File: config.mk
export PLATFORM = sky130hd
export DESIGN_NAME = irq_line_distributor
export DESIGN_NICKNAME = d
export VERILOG_FILES = /design/src/rtl/irqd_pkg.sv /design/src/rtl/irqd_cfg_table.sv /design/src/rtl/irqd_detect.sv /design/src/rtl/irqd_route.sv /design/src/rtl/irq_line_distributor.sv
export SDC_FILE = /design/constraint.sdc
export NUM_CORES = 1
export LEC_CHECK = 0
export BUFFER_PORTS_ARGS = -buffer_cell sky130_fd_sc_hd__buf_2
export CAP_MARGIN = 20
export CORE_ASPECT_RATIO = 2
export CORE_UTILIZATION = 60
export DETAILED_ROUTE_END_ITERATION = 8
export GPL_TIMING_DRIVEN = 0
export PLACE_DENSITY = 0.79
export SLEW_MARGIN = 20
export SYNTH_ARGS = -nofsm -noshare
export SYNTH_HDL_FRONTEND = slang
export SYNTH_SLANG_ARGS = --single-unit
File: constraint.sdc
create_clock -name clk -period 10 [get_ports clk]
set_input_delay 0.5 -clock clk [delete_from_list [all_inputs] [get_ports clk]]
set_output_delay 0.5 -clock clk [all_outputs]
set_load 0.005 [all_outputs]
File: src/rtl/irqd_pkg.sv
package irqd_pkg;
   typedef enum logic {
      DEST_PHYS    = 1'b0,
      DEST_LOGICAL = 1'b1
   } dest_mode_e;

   function automatic int unsigned idx_width(input int unsigned n);
      return (n > 1) ? $clog2(n) : 1;
   endfunction
endpackage

File: src/rtl/irqd_cfg_table.sv
module irqd_cfg_table
   import irqd_pkg::*;
#(
   parameter int NUM_LINES = 24,
   parameter int PRIO_W    = 4,
   parameter int DEST_W    = 4,
   parameter int LINE_W    = 5
) (
   input  logic                        clk,
   input  logic                        rst_n,
   input  logic                        wr_en,
   input  logic [LINE_W-1:0]           wr_line,
   input  logic                        wr_mask,
   input  logic [PRIO_W-1:0]           wr_prio,
   input  logic                        wr_logical,
   input  logic [DEST_W-1:0]           wr_dest,
   output logic [NUM_LINES-1:0]        mask_vec,
   output logic [NUM_LINES*PRIO_W-1:0] prio_flat,
   output logic [NUM_LINES-1:0]        logical_vec,
   output logic [NUM_LINES*DEST_W-1:0] dest_flat
);
   for (genvar i = 0; i < NUM_LINES; i++) begin : g_entry
      logic       hit;
      dest_mode_e mode_q;
      assign hit = wr_en && (wr_line == LINE_W'(i));

      always_ff @(posedge clk) begin
         if (!rst_n) begin
            mask_vec[i]                   <= 1'b1;
            prio_flat[i*PRIO_W +: PRIO_W] <= '0;
            mode_q                        <= DEST_PHYS;
            dest_flat[i*DEST_W +: DEST_W] <= '0;
         end else if (hit) begin
            mask_vec[i]                   <= wr_mask;
            prio_flat[i*PRIO_W +: PRIO_W] <= wr_prio;
            mode_q                        <= wr_logical ? DEST_LOGICAL : DEST_PHYS;
            dest_flat[i*DEST_W +: DEST_W] <= wr_dest;
         end
      end
      assign logical_vec[i] = (mode_q == DEST_LOGICAL);
   end
endmodule

File: src/rtl/irqd_detect.sv
module irqd_detect #(
   parameter int NUM_LINES = 24,
   parameter int LINE_W    = 5
) (
   input  logic                 clk,
   input  logic                 rst_n,
   input  logic [NUM_LINES-1:0] irq_in,
   input  logic [NUM_LINES-1:0] mask_vec,
   output logic                 sel_valid,
   output logic [LINE_W-1:0]    sel_line
);
   logic [NUM_LINES-1:0] irq_q;
   logic [NUM_LINES-1:0] pend_q;
   logic [NUM_LINES-1:0] edge_vec;
   logic [NUM_LINES-1:0] eligible;
   logic [NUM_LINES-1:0] issue_vec;

   assign edge_vec = irq_in & ~irq_q;
   assign eligible = pend_q & ~mask_vec;

   always_comb begin
      sel_valid = 1'b0;
      sel_line  = '0;
      for (int i = NUM_LINES - 1; i >= 0; i--) begin
         if (eligible[i]) begin
            sel_valid = 1'b1;
            sel_line  = LINE_W'(i);
         end
      end
      issue_vec = sel_valid ? (NUM_LINES'(1) << sel_line) : '0;
   end

   always_ff @(posedge clk) begin
      if (!rst_n) begin
         irq_q  <= '0;
         pend_q <= '0;
      end else begin
         irq_q  <= irq_in;
         pend_q <= (eligible & ~issue_vec) | (edge_vec & ~mask_vec);
      end
   end

   // issued request leaves the pending set unless a fresh edge re-arms it
   assert_issue_clears_R8 : assert property (@(posedge clk) disable iff (!rst_n)
      1'b1 |=> ((pend_q & $past(issue_vec & ~edge_vec)) == '0));

   // nothing below the chosen line may be eligible
   assert_lowest_first_R8 : assert property (@(posedge clk) disable iff (!rst_n)
      sel_valid |-> ((eligible & (issue_vec - NUM_LINES'(1))) == '0));

   assert_one_issue_R8 : assert property (@(posedge clk) disable iff (!rst_n)
      $onehot0(issue_vec));
endmodule

File: src/rtl/irqd_route.sv
module irqd_route #(
   parameter int NUM_CORES = 4,
   parameter int PRIO_W    = 4,
   parameter int GROUP_W   = 4,
   parameter int DEST_W    = 4,
   parameter int CORE_W    = 2
) (
   input  logic                          clk,
   input  logic                          rst_n,
   input  logic                          req_valid,
   input  logic                          req_logical,
   input  logic [DEST_W-1:0]             req_dest,
   input  logic [NUM_CORES*GROUP_W-1:0]  core_group,
   input  logic [NUM_CORES*PRIO_W-1:0]   core_tpr,
   output logic                          hit,
   output logic [CORE_W-1:0]             core_idx
);
   logic [PRIO_W-1:0]    tpr_a [NUM_CORES];
   logic [NUM_CORES-1:0] member;
   logic [31:0]          dest_wide;
   logic                 phys_ok;
   logic                 grp_found;
   logic [CORE_W-1:0]    grp_idx;
   logic [PRIO_W-1:0]    grp_tpr;

   for (genvar c = 0; c < NUM_CORES; c++) begin : g_core
      assign tpr_a[c]  = core_tpr[c*PRIO_W +: PRIO_W];
      assign member[c] = (core_group[c*GROUP_W +: GROUP_W] == req_dest[GROUP_W-1:0]);
   end

   if (DEST_W > GROUP_W) begin : g_wide_dest
      logic upper_zero;
      assign upper_zero = (req_dest[DEST_W-1:GROUP_W] == '0);
      logic [NUM_CORES-1:0] member_q;
      assign member_q = upper_zero ? member : '0;
      always_comb begin
         grp_found = 1'b0;
         grp_idx   = '0;
         grp_tpr   = '1;
         for (int c = 0; c < NUM_CORES; c++) begin
            if (member_q[c] && (!grp_found || (tpr_a[c] < grp_tpr))) begin
               grp_found = 1'b1;
               grp_idx   = CORE_W'(c);
               grp_tpr   = tpr_a[c];
            end
         end
      end
   end else begin : g_exact_dest
      always_comb begin
         grp_found = 1'b0;
         grp_idx   = '0;
         grp_tpr   = '1;
         for (int c = 0; c < NUM_CORES; c++) begin
            if (member[c] && (!grp_found || (tpr_a[c] < grp_tpr))) begin
               grp_found = 1'b1;
               grp_idx   = CORE_W'(c);
               grp_tpr   = tpr_a[c];
            end
         end
      end
   end

   assign dest_wide = 32'(req_dest);
   assign phys_ok   = (dest_wide < 32'(NUM_CORES));

   always_comb begin
      if (req_logical) begin
         hit      = grp_found;
         core_idx = grp_idx;
      end else begin
         hit      = phys_ok;
         core_idx = req_dest[CORE_W-1:0];
      end
   end

   for (genvar c = 0; c < NUM_CORES; c++) begin : g_chk
      // the winner is never busier than any member
      assert_lowest_tpr_R6 : assert property (@(posedge clk) disable iff (!rst_n)
         (req_valid && req_logical && hit && member[c] && (DEST_W == GROUP_W))
            |-> (tpr_a[core_idx] <= tpr_a[c]));
      // equal load resolves to the smaller core index
      assert_tie_low_index_R7 : assert property (@(posedge clk) disable iff (!rst_n)
         (req_valid && req_logical && hit && member[c] && (DEST_W == GROUP_W)
            && (tpr_a[c] == tpr_a[core_idx])) |-> (32'(core_idx) <= 32'(c)));
   end
endmodule

File: src/rtl/irq_line_distributor.sv
module irq_line_distributor
   import irqd_pkg::*;
#(
   parameter int NUM_LINES = 24,
   parameter int NUM_CORES = 4,
   parameter int PRIO_W    = 4,
   parameter int GROUP_W   = 4,
   localparam int LINE_W   = idx_width(NUM_LINES),
   localparam int CORE_W   = idx_width(NUM_CORES),
   localparam int DEST_W   = (GROUP_W > CORE_W) ? GROUP_W : CORE_W
) (
   input  logic                         clk,
   input  logic                         rst_n,
   input  logic [NUM_LINES-1:0]         irq_in,
   input  logic                         cfg_we,
   input  logic [LINE_W-1:0]            cfg_line,
   input  logic                         cfg_mask,
   input  logic [PRIO_W-1:0]            cfg_prio,
   input  logic                         cfg_logical,
   input  logic [DEST_W-1:0]            cfg_dest,
   input  logic [NUM_CORES*GROUP_W-1:0] core_group,
   input  logic [NUM_CORES*PRIO_W-1:0]  core_tpr,
   output logic                         dlv_valid,
   output logic [CORE_W-1:0]            dlv_core,
   output logic [PRIO_W-1:0]            dlv_prio,
   output logic [LINE_W-1:0]            dlv_line,
   output logic                         err_nodest
);
   if (NUM_LINES < 1 || NUM_CORES < 1 || PRIO_W < 1 || GROUP_W < 1) begin : g_bad_param
      $error("irq_line_distributor: every size parameter must be at least 1");
   end

   logic [NUM_LINES-1:0]        mask_vec;
   logic [NUM_LINES*PRIO_W-1:0] prio_flat;
   logic [NUM_LINES-1:0]        logical_vec;
   logic [NUM_LINES*DEST_W-1:0] dest_flat;
   logic                        sel_valid;
   logic [LINE_W-1:0]           sel_line;
   logic [PRIO_W-1:0]           sel_prio;
   logic                        sel_logical;
   logic [DEST_W-1:0]           sel_dest;
   logic                        route_hit;
   logic [CORE_W-1:0]           route_core;

   irqd_cfg_table #(
      .NUM_LINES(NUM_LINES), .PRIO_W(PRIO_W), .DEST_W(DEST_W), .LINE_W(LINE_W)
   ) u_cfg (
      .clk(clk), .rst_n(rst_n),
      .wr_en(cfg_we), .wr_line(cfg_line), .wr_mask(cfg_mask), .wr_prio(cfg_prio),
      .wr_logical(cfg_logical), .wr_dest(cfg_dest),
      .mask_vec(mask_vec), .prio_flat(prio_flat),
      .logical_vec(logical_vec), .dest_flat(dest_flat)
   );

   irqd_detect #(
      .NUM_LINES(NUM_LINES), .LINE_W(LINE_W)
   ) u_detect (
      .clk(clk), .rst_n(rst_n), .irq_in(irq_in), .mask_vec(mask_vec),
      .sel_valid(sel_valid), .sel_line(sel_line)
   );

   always_comb begin
      sel_prio    = '0;
      sel_logical = 1'b0;
      sel_dest    = '0;
      for (int i = 0; i < NUM_LINES; i++) begin
         if (sel_line == LINE_W'(i)) begin
            sel_prio    = prio_flat[i*PRIO_W +: PRIO_W];
            sel_logical = logical_vec[i];
            sel_dest    = dest_flat[i*DEST_W +: DEST_W];
         end
      end
   end

   irqd_route #(
      .NUM_CORES(NUM_CORES), .PRIO_W(PRIO_W), .GROUP_W(GROUP_W),
      .DEST_W(DEST_W), .CORE_W(CORE_W)
   ) u_route (
      .clk(clk), .rst_n(rst_n),
      .req_valid(sel_valid), .req_logical(sel_logical), .req_dest(sel_dest),
      .core_group(core_group), .core_tpr(core_tpr),
      .hit(route_hit), .core_idx(route_core)
   );

   always_ff @(posedge clk) begin
      if (!rst_n) begin
         dlv_valid  <= 1'b0;
         dlv_core   <= '0;
         dlv_prio   <= '0;
         dlv_line   <= '0;
         err_nodest <= 1'b0;
      end else begin
         dlv_valid  <= sel_valid && route_hit;
         dlv_core   <= route_core;
         dlv_prio   <= sel_prio;
         dlv_line   <= sel_line;
         err_nodest <= err_nodest || (sel_valid && !route_hit);
      end
   end

   assert_err_sticky_R9 : assert property (@(posedge clk) disable iff (!rst_n)
      err_nodest |=> err_nodest);

   assert_core_range_R5 : assert property (@(posedge clk) disable iff (!rst_n)
      dlv_valid |-> (32'(dlv_core) < 32'(NUM_CORES)));

   assert_no_masked_dlv_R3 : assert property (@(posedge clk) disable iff (!rst_n)
      dlv_valid |-> ((($past(mask_vec)) >> dlv_line) & NUM_LINES'(1)) == '0);

   assert_dlv_in_range_R4 : assert property (@(posedge clk) disable iff (!rst_n)
      dlv_valid |-> (32'(dlv_line) < 32'(NUM_LINES)));
endmodule

==> results.json, run 1 <==
{
  "status": "finished clean",
  "r2r_slack_ps": 970,
  "grt_pass1_vias": 13906,
  "drv_cap": 0,
  "critPathMaxStageDelay_ps": 1090,
  "finClkSkew_ps": 15.41,
  "routed_wl_mm": 58.78,
  "crit_type": "flip-flop to flip-flop",
  "syn-num-nets": 1792,
  "vias": 14310,
  "maxSlewHeadroom": 0.09189,
  "design.core.area_um2": 24420,
  "leakage_nw": 6.293,
  "yosysWarnings": 0,
  "synthFlopType": "dfxtp_1",
  "finalSetupViolCount": 0,
  "fin_crit_sh": 0.9029,
  "crit_required_ps": 10490,
  "synthMuxAreaShare": 0.09318,
  "chipHeight_um": 224.7,
  "synth_cells": 1711,
  "nNetsFinal": 1906,
  "fin_crit_ps": 9029,
  "finalHoldViolCount": 0,
  "synthXorXnorAreaFrac": 0.004121,
  "dpl.hpwl_mm": 43.66,
  "synth_area_um2": 14880,
  "worst_r2r_endpoint": "dlv_core[1]",
  "tightestPinTransition_ps": 1360,
  "crit_path_start_kind": "flip-flop",
  "clock-sinks": 301,
  "area_delta_synth_final_pct": 12.63,
  "crit_slowest_cell": "a211oi_1",
  "crit_arrival_ps": 9520,
  "holdWs_ps": 147.1,
  "grt_max_degree": 16,
  "initial_core_util": 0.6091,
  "ir_drop_mv": 0.1580,
  "post-cts-setup-buffers": 0,
  "cts_resized": 0,
  "grt_pass1_wl_mm": 84.26,
  "synth-edff-count": 0,
  "cp-end-kind": "flip-flop",
  "cts_tree": "done",
  "r2r_cells": 31,
  "numPlacedInstances": 2126,
  "r2r-start": "u_detect.pend_q[7]",
  "tns_ps": 0,
  "dieArea_um2": 25470,
  "drive_gt1_frac": 0.1153,
  "path_common_cell": "ha_1",
  "stdcell_count": 2182,
  "wire_per_inst_um": 26.94,
  "whs_endpoint": "u_detect.irq_q[17]",
  "synth-seq-cells": 301,
  "fmaxAchievable_mhz": 110.8,
  "antenna_left": 0,
  "drc_errors": 0,
  "io_pins": 87,
  "synth_top_family_by_area": "simple AND/OR/NAND/NOR gates",
  "drt-pass1-iter-count": 8,
  "clk_pin_slew_ps": 70,
  "drtIter0Drc": 1441,
  "htreeDepth": 1,
  "synthDistinctLibCells": 96,
  "rows": 81,
  "synth-seq-area-share": 0.4050,
  "synthAdderAreaFrac": 0.005887,
  "crit_fanout": 6,
  "yosys.area_share.simple": 0.2617,
  "globalRouteTotalUtil": 0.4574,
  "final_area_um2": 16760,
  "min_path_type": "input port to flip-flop",
  "clk_path_buf_depth": 3,
  "grt_overflow_total": 0,
  "gp_congestion": 1.039,
  "syn_area_per_cell_um2": 8.696,
  "via_per_inst": 6.558,
  "cts_buffers": 28,
  "cts_hold_buffers": 0,
  "worstHoldStart": "irq_in[17]",
  "clock_latency_ps": 570,
  "portBuffers": 81,
  "antenna_found_initial": 1,
  "cts_root_buf": "clkbuf_16",
  "die_w_um": 113.3,
  "post_dp_cell_area_um2": 15760,
  "async_flop_share": 0,
  "hold-path-cell-count": 2,
  "synth_compound_area_frac": 0.1937,
  "grt_setup_unrepaired": "false",
  "slew_violations": 0,
  "power_mw": 2.525,
  "power.density_nw_per_um2": 150.7
}
[layout make-up]
| class | instances | area (um^2) |
|---|---|---|
| multi-input cells | 1275 | 8359 |
| fillers | 1967 | 7667 |
| flip-flops and latches | 301 | 6026 |
| clock buffers | 40 | 827.0 |
| repair buffers | 84 | 425.4 |
| well taps | 332 | 415.4 |
| plain buffers | 99 | 406.6 |
| clock inverters | 12 | 155.1 |
| inverters | 36 | 135.1 |
| diodes | 3 | 7.507 |
[worst max-delay path by stage]
| stage | startpoint | end | slack, ps | depth (start not counted) |
|---|---|---|---|---|
| 2_1_floorplan | u_detect.pend_q[6] | dlv_core[1] | 3060 | 31 |
| 4_1_cts | u_cfg.mask_vec[16] | dlv_core[1] | 940 | 32 |
| 5_1_grt | u_cfg.mask_vec[4] | dlv_core[1] | 610 | 31 |
| 6_report | u_detect.pend_q[7] | dlv_core[1] | 970 | 31 |
| 3_3_place_gp | u_detect.pend_q[22] | dlv_core[1] | 940 | 28 |
| 3_5_place_dp | u_cfg.mask_vec[14] | dlv_core[1] | 980 | 32 |
[logic make-up after synthesis]
| logic type | Yosys count |
|---|---|
| simple gates | 742 |
| fa+ha+maj | 7 |
| xor+xnor | 7 |
| buf+inv | 135 |
| flops | 301 |
| mux | 137 |
| compound gates | 382 |
[flip-flops by register name, summed over array words and instances, names as in the netlist]
name                  flops
u_detect.irq_q           24
dlv_line                  5
u_cfg.mask_vec           24
dlv_valid                 1
dlv_core                  2
u_cfg.g_entry.mode_q     24
u_cfg.dest_flat          96
u_cfg.prio_flat          96
u_detect.pend_q          24
dlv_prio                  4
err_nodest                1
[synth_stat cells (19+ instances only)]
cell type	count	area share
dfxtp_1	301	0.41
nand2_1	282	0.071
nor2b_1	150	0.063
mux2i_1	134	0.090
a21boi_0	105	0.053
nand3_1	96	0.032
clkbuf_1	83	0.021
a21oi_1	56	0.019
nor2_1	44	0.011
o21ai_0	37	0.012
inv_1	36	0.0091
and2_1	28	0.012
nand2b_1	26	0.011
o211ai_1	20	0.010
a22oi_1	19	0.0096
[worst max-delay path: cells and delay by family (launching register included)]
family	cells	cell delay [ps]
muxes	2	620
DFF	1	330
AOI/OAI and AO/OA	16	4900
and+or+nand+nor	10	2250
adders and majority gates	3	840
[metal layers]
layer,vias up,GRT usage,part of all wire
li1,6303,-,-
met1,6785,0.4552,0.32
met2,879,0.7744,0.48
met3,341,0.07653,0.082
met4,2,0.4792,0.12
met5,-,0,0.00014
[cell usage in the layout, fill, tap and decap left out, types with 7 or more instances in the layout]
cell / Yosys / layout
ha_1: 7 / 7
nor2_1: 44 / 41
clkbuf_1: 83 / 88
nor2b_1: 150 / 150
nor3b_1: 14 / 14
a221oi_1: 11 / 11
or3_1: 7 / 7
nand3_1: 96 / 96
o22ai_1: 15 / 15
o21a_1: 10 / 10
dfxtp_1: 301 / 301
and2_1: 28 / 28
nor3_1: 18 / 14
a21oi_1: 56 / 56
nand2b_1: 26 / 26
nand2_1: 282 / 282
o211ai_1: 20 / 20
and3b_1: 10 / 10
inv_1: 36 / 36
nand4_1: 14 / 14
mux2i_1: 134 / 134
a21boi_0: 105 / 105
and3_1: 13 / 13
a22oi_1: 19 / 19
buf_2: 10 / 92
a222oi_1: 9 / 9
clkbuf_16: 0 / 29
nor3_2: 6 / 10
o21ai_0: 37 / 37
[through the flow]
step	utilization	worst slack, ps
2_1_floorplan	-	3062
3_3_place_gp	0.6427	940.8
3_5_place_dp	0.6450	976.6
4_1_cts	0.6853	944.4
5_1_grt	0.6861	608.2
6_report	0.6861	970.9
[power breakdown]
group          total [mW]  internal (mW)  switching [mW]
sequential           1.22           1.21         0.00677
clock                1.15          0.657           0.494
combinational       0.157         0.0554           0.101
No activity file was read; power rests on OpenSTA's default activity.
==> run 2: changes to the inputs <==
--- a/config.mk
+++ b/config.mk
@@ -6,5 +6,5 @@
 export NUM_CORES = 1
 export LEC_CHECK = 0
-export BUFFER_PORTS_ARGS = -buffer_cell sky130_fd_sc_hd__buf_2
+export BUFFER_PORTS_ARGS = -buffer_cell sky130_fd_sc_hd__clkbuf_2
 export CAP_MARGIN = 20
 export CORE_ASPECT_RATIO = 2
@@ -12,5 +12,5 @@
 export DETAILED_ROUTE_END_ITERATION = 8
 export GPL_TIMING_DRIVEN = 0
-export PLACE_DENSITY = 0.79
+export PLACE_DENSITY = 0.85
 export SLEW_MARGIN = 20
 export SYNTH_ARGS = -nofsm -noshare
==> constraint.sdc (replaced) <==
create_clock -name clk -period 10 [get_ports clk]
set_input_delay 2 -clock clk [delete_from_list [all_inputs] [get_ports clk]]
set_output_delay 2 -clock clk [all_outputs]
set_load 0.005 [all_outputs]
==> run 2 against run 1 <==
Net effect: first-iteration DRC count down 2.2%; final cell count is 0.32% lower; register-to-register slack worse by 200 ps; flip-flop and latch count stayed put; sequential power barely moved; via count grew 0.31%; setup slack lost 200 ps; combinational power barely moved; worst hold slack better by 310 ps; clock power decreased by 8%; global-route usage grew 1.6 points; sequential share of layout area is 0.19 points higher.
==> results.json, run 2 (synthesis gave the netlist of run 1 again) <==
{
  "status": "finished clean",
  "min_path_type": "flip-flop to flip-flop",
  "grt_overflow_total": 0,
  "worstHoldStart": "u_cfg.mask_vec[11]",
  "grt_pass1_vias": 14140,
  "final_cell_mix": "301 x dfxtp_1, 282 x nand2_1, 150 x nor2b_1",
  "critPathMaxStageDelay_ps": 910,
  "combPwrFrac": 0.065,
  "cts_hold_buffers": 0,
  "drtIter0Drc": 1410,
  "worst_r2r_endpoint": "dlv_core[1]",
  "vias": 14355,
  "path_common_cell": "ha_1",
  "post-cts-setup-buffers": 0,
  "antenna_found_initial": 3,
  "met3_length_mm": 4.709,
  "startpoint": "u_cfg.mask_vec[16]",
  "cts_resized": 0,
  "grt_pass1_wl_mm": 87.53,
  "clk_path_buf_depth": 3,
  "r2r_slack_ps": 770,
  "hold-path-cell-count": 1,
  "wl_met1_mm": 20.02,
  "grt_max_degree": 16,
  "wire_per_inst_um": 27.58,
  "dpl.hpwl_mm": 44.12,
  "fillers": 2009,
  "slew_violations": 0,
  "gp_congestion": 1.055,
  "finalSetupViolCount": 0,
  "final_common_cell": "dfxtp_1",
  "cts_tree": "done",
  "fin_util": 0.6824,
  "crit_family": "compound AO/OA/AOI/OAI gates",
  "fin_crit_sh": 0.9229,
  "clk_pin_slew_ps": 70,
  "wl_met2_mm": 28.46,
  "highest_layer": "met5",
  "antenna_left": 0,
  "switching_share": 0.2406,
  "crit_path_start_kind": "flip-flop",
  "r2r_cells": 32,
  "cts_root_buf": "clkbuf_16",
  "holdWs_ps": 461.3,
  "die_w_um": 113.3,
  "crit_arrival_ps": 9720,
  "finalHoldViolCount": 0,
  "globalRouteTotalUtil": 0.4737,
  "grt_setup_unrepaired": "false",
  "routed_wl_mm": 59.98,
  "cts_buffers": 27,
  "maxSlewHeadroom": 0.1918,
  "via_per_inst": 6.600,
  "initial_core_util": 0.6091,
  "tightestPinTransition_ps": 1203,
  "crit_slowest_cell": "a211oi_2",
  "clock-sinks": 301,
  "clock_latency_ps": 570,
  "finClkSkew_ps": 17.12,
  "power_frac_seq": 0.499,
  "power.internal_mw": 1.853,
  "area_delta_synth_final_pct": 12.03,
  "crit_type": "flip-flop to flip-flop",
  "crit_fanout": 10,
  "p_clk_frac": 0.436,
  "fmaxAchievable_mhz": 108.4,
  "rows": 81,
  "leakage_nw": 6.258,
  "io_pins": 87,
  "portBuffers": 81,
  "drt-pass1-iter-count": 6,
  "crit_required_ps": 10490,
  "cp-end-kind": "flip-flop",
  "fin_crit_ps": 9229,
  "nNetsFinal": 1906,
  "drive_gt1_frac": 0.1118,
  "drv_cap": 0,
  "power.density_nw_per_um2": 146.3,
  "tns_ps": 0,
  "whs_endpoint": "u_detect.pend_q[11]",
  "p_switching_mw": 0.5868,
  "drc_errors": 0,
  "dieArea_um2": 25470,
  "htreeDepth": 1,
  "chipHeight_um": 224.7,
  "design.core.area_um2": 24420,
  "ir_drop_mv": 0.1435,
  "r2r-start": "u_cfg.mask_vec[16]",
  "cp_num_buf_inv": 2,
  "reg_top3": "u_cfg.dest_flat: 96 flops, u_cfg.prio_flat: 96 flops"
}
## run 2: cell count changes in the layout (fill, tap and decap cells not counted), moves of 2 or more
cell        change
clkinvlp_4      -4
clkbuf_16       -2
clkbuf_1        +3
buf_2          -81
clkbuf_2       +81
diode_2         -2
## run 2: routing by layer
layer,GRT usage,vias to the layer above
met2,0.7803,886
met4,0.4724,2
li1,-,6286
met1,0.4921,6855
met5,0,-
met3,0.09135,326
## run 2: worst max path at each step
stage / depth (start not counted) / endpoint / slack, ps
floorplan: 31 / dlv_core[1] / 3060
global placement: 28 / dlv_core[1] / 960
detailed placement: 30 / dlv_core[1] / 1100
CTS: 30 / dlv_core[1] / 1020
global route: 31 / dlv_core[1] / 470
finish: 32 / dlv_core[1] / 770
## run 2: cell type report
| cell class | instances | area [um^2] | share of cell area |
|---|---|---|---|
| multi-input cells | 1275 | 8377 | 0.5026 |
| flip-flops and latches | 301 | 6026 | 0.3615 |
| clock buffers | 40 | 774.5 | 0.04646 |
| repair buffers | 85 | 440.4 | 0.02642 |
| well taps | 332 | 415.4 | 0.02492 |
| plain buffers | 99 | 406.6 | 0.02440 |
| inverters | 36 | 135.1 | 0.008107 |
| clock inverters | 6 | 91.34 | 0.005480 |
| diodes | 1 | 2.502 | 0.0001501 |
## run 2: per-stage QoR
stage,power (mW),std cells,worst slack (ps),cell area [um^2]
2_1_floorplan,1.327,1711,3062,14880
3_3_place_gp,1.391,2124,959.8,15700
3_5_place_dp,1.396,2127,1101,15780
4_1_cts,2.421,2173,1021,16650
5_1_grt,2.477,2174,465.3,16670
6_report,2.439,2175,770.8,16670
## run 2: power groups by stage
stage / clock network (mW) / logic (mW) / registers, mW
detailed placement: 0 / 0.151 / 1.24
finish: 1.06 / 0.158 / 1.22
floorplan: 0 / 0.0848 / 1.24
global placement: 0 / 0.147 / 1.24
CTS: 1.05 / 0.152 / 1.22
global route: 1.09 / 0.165 / 1.22
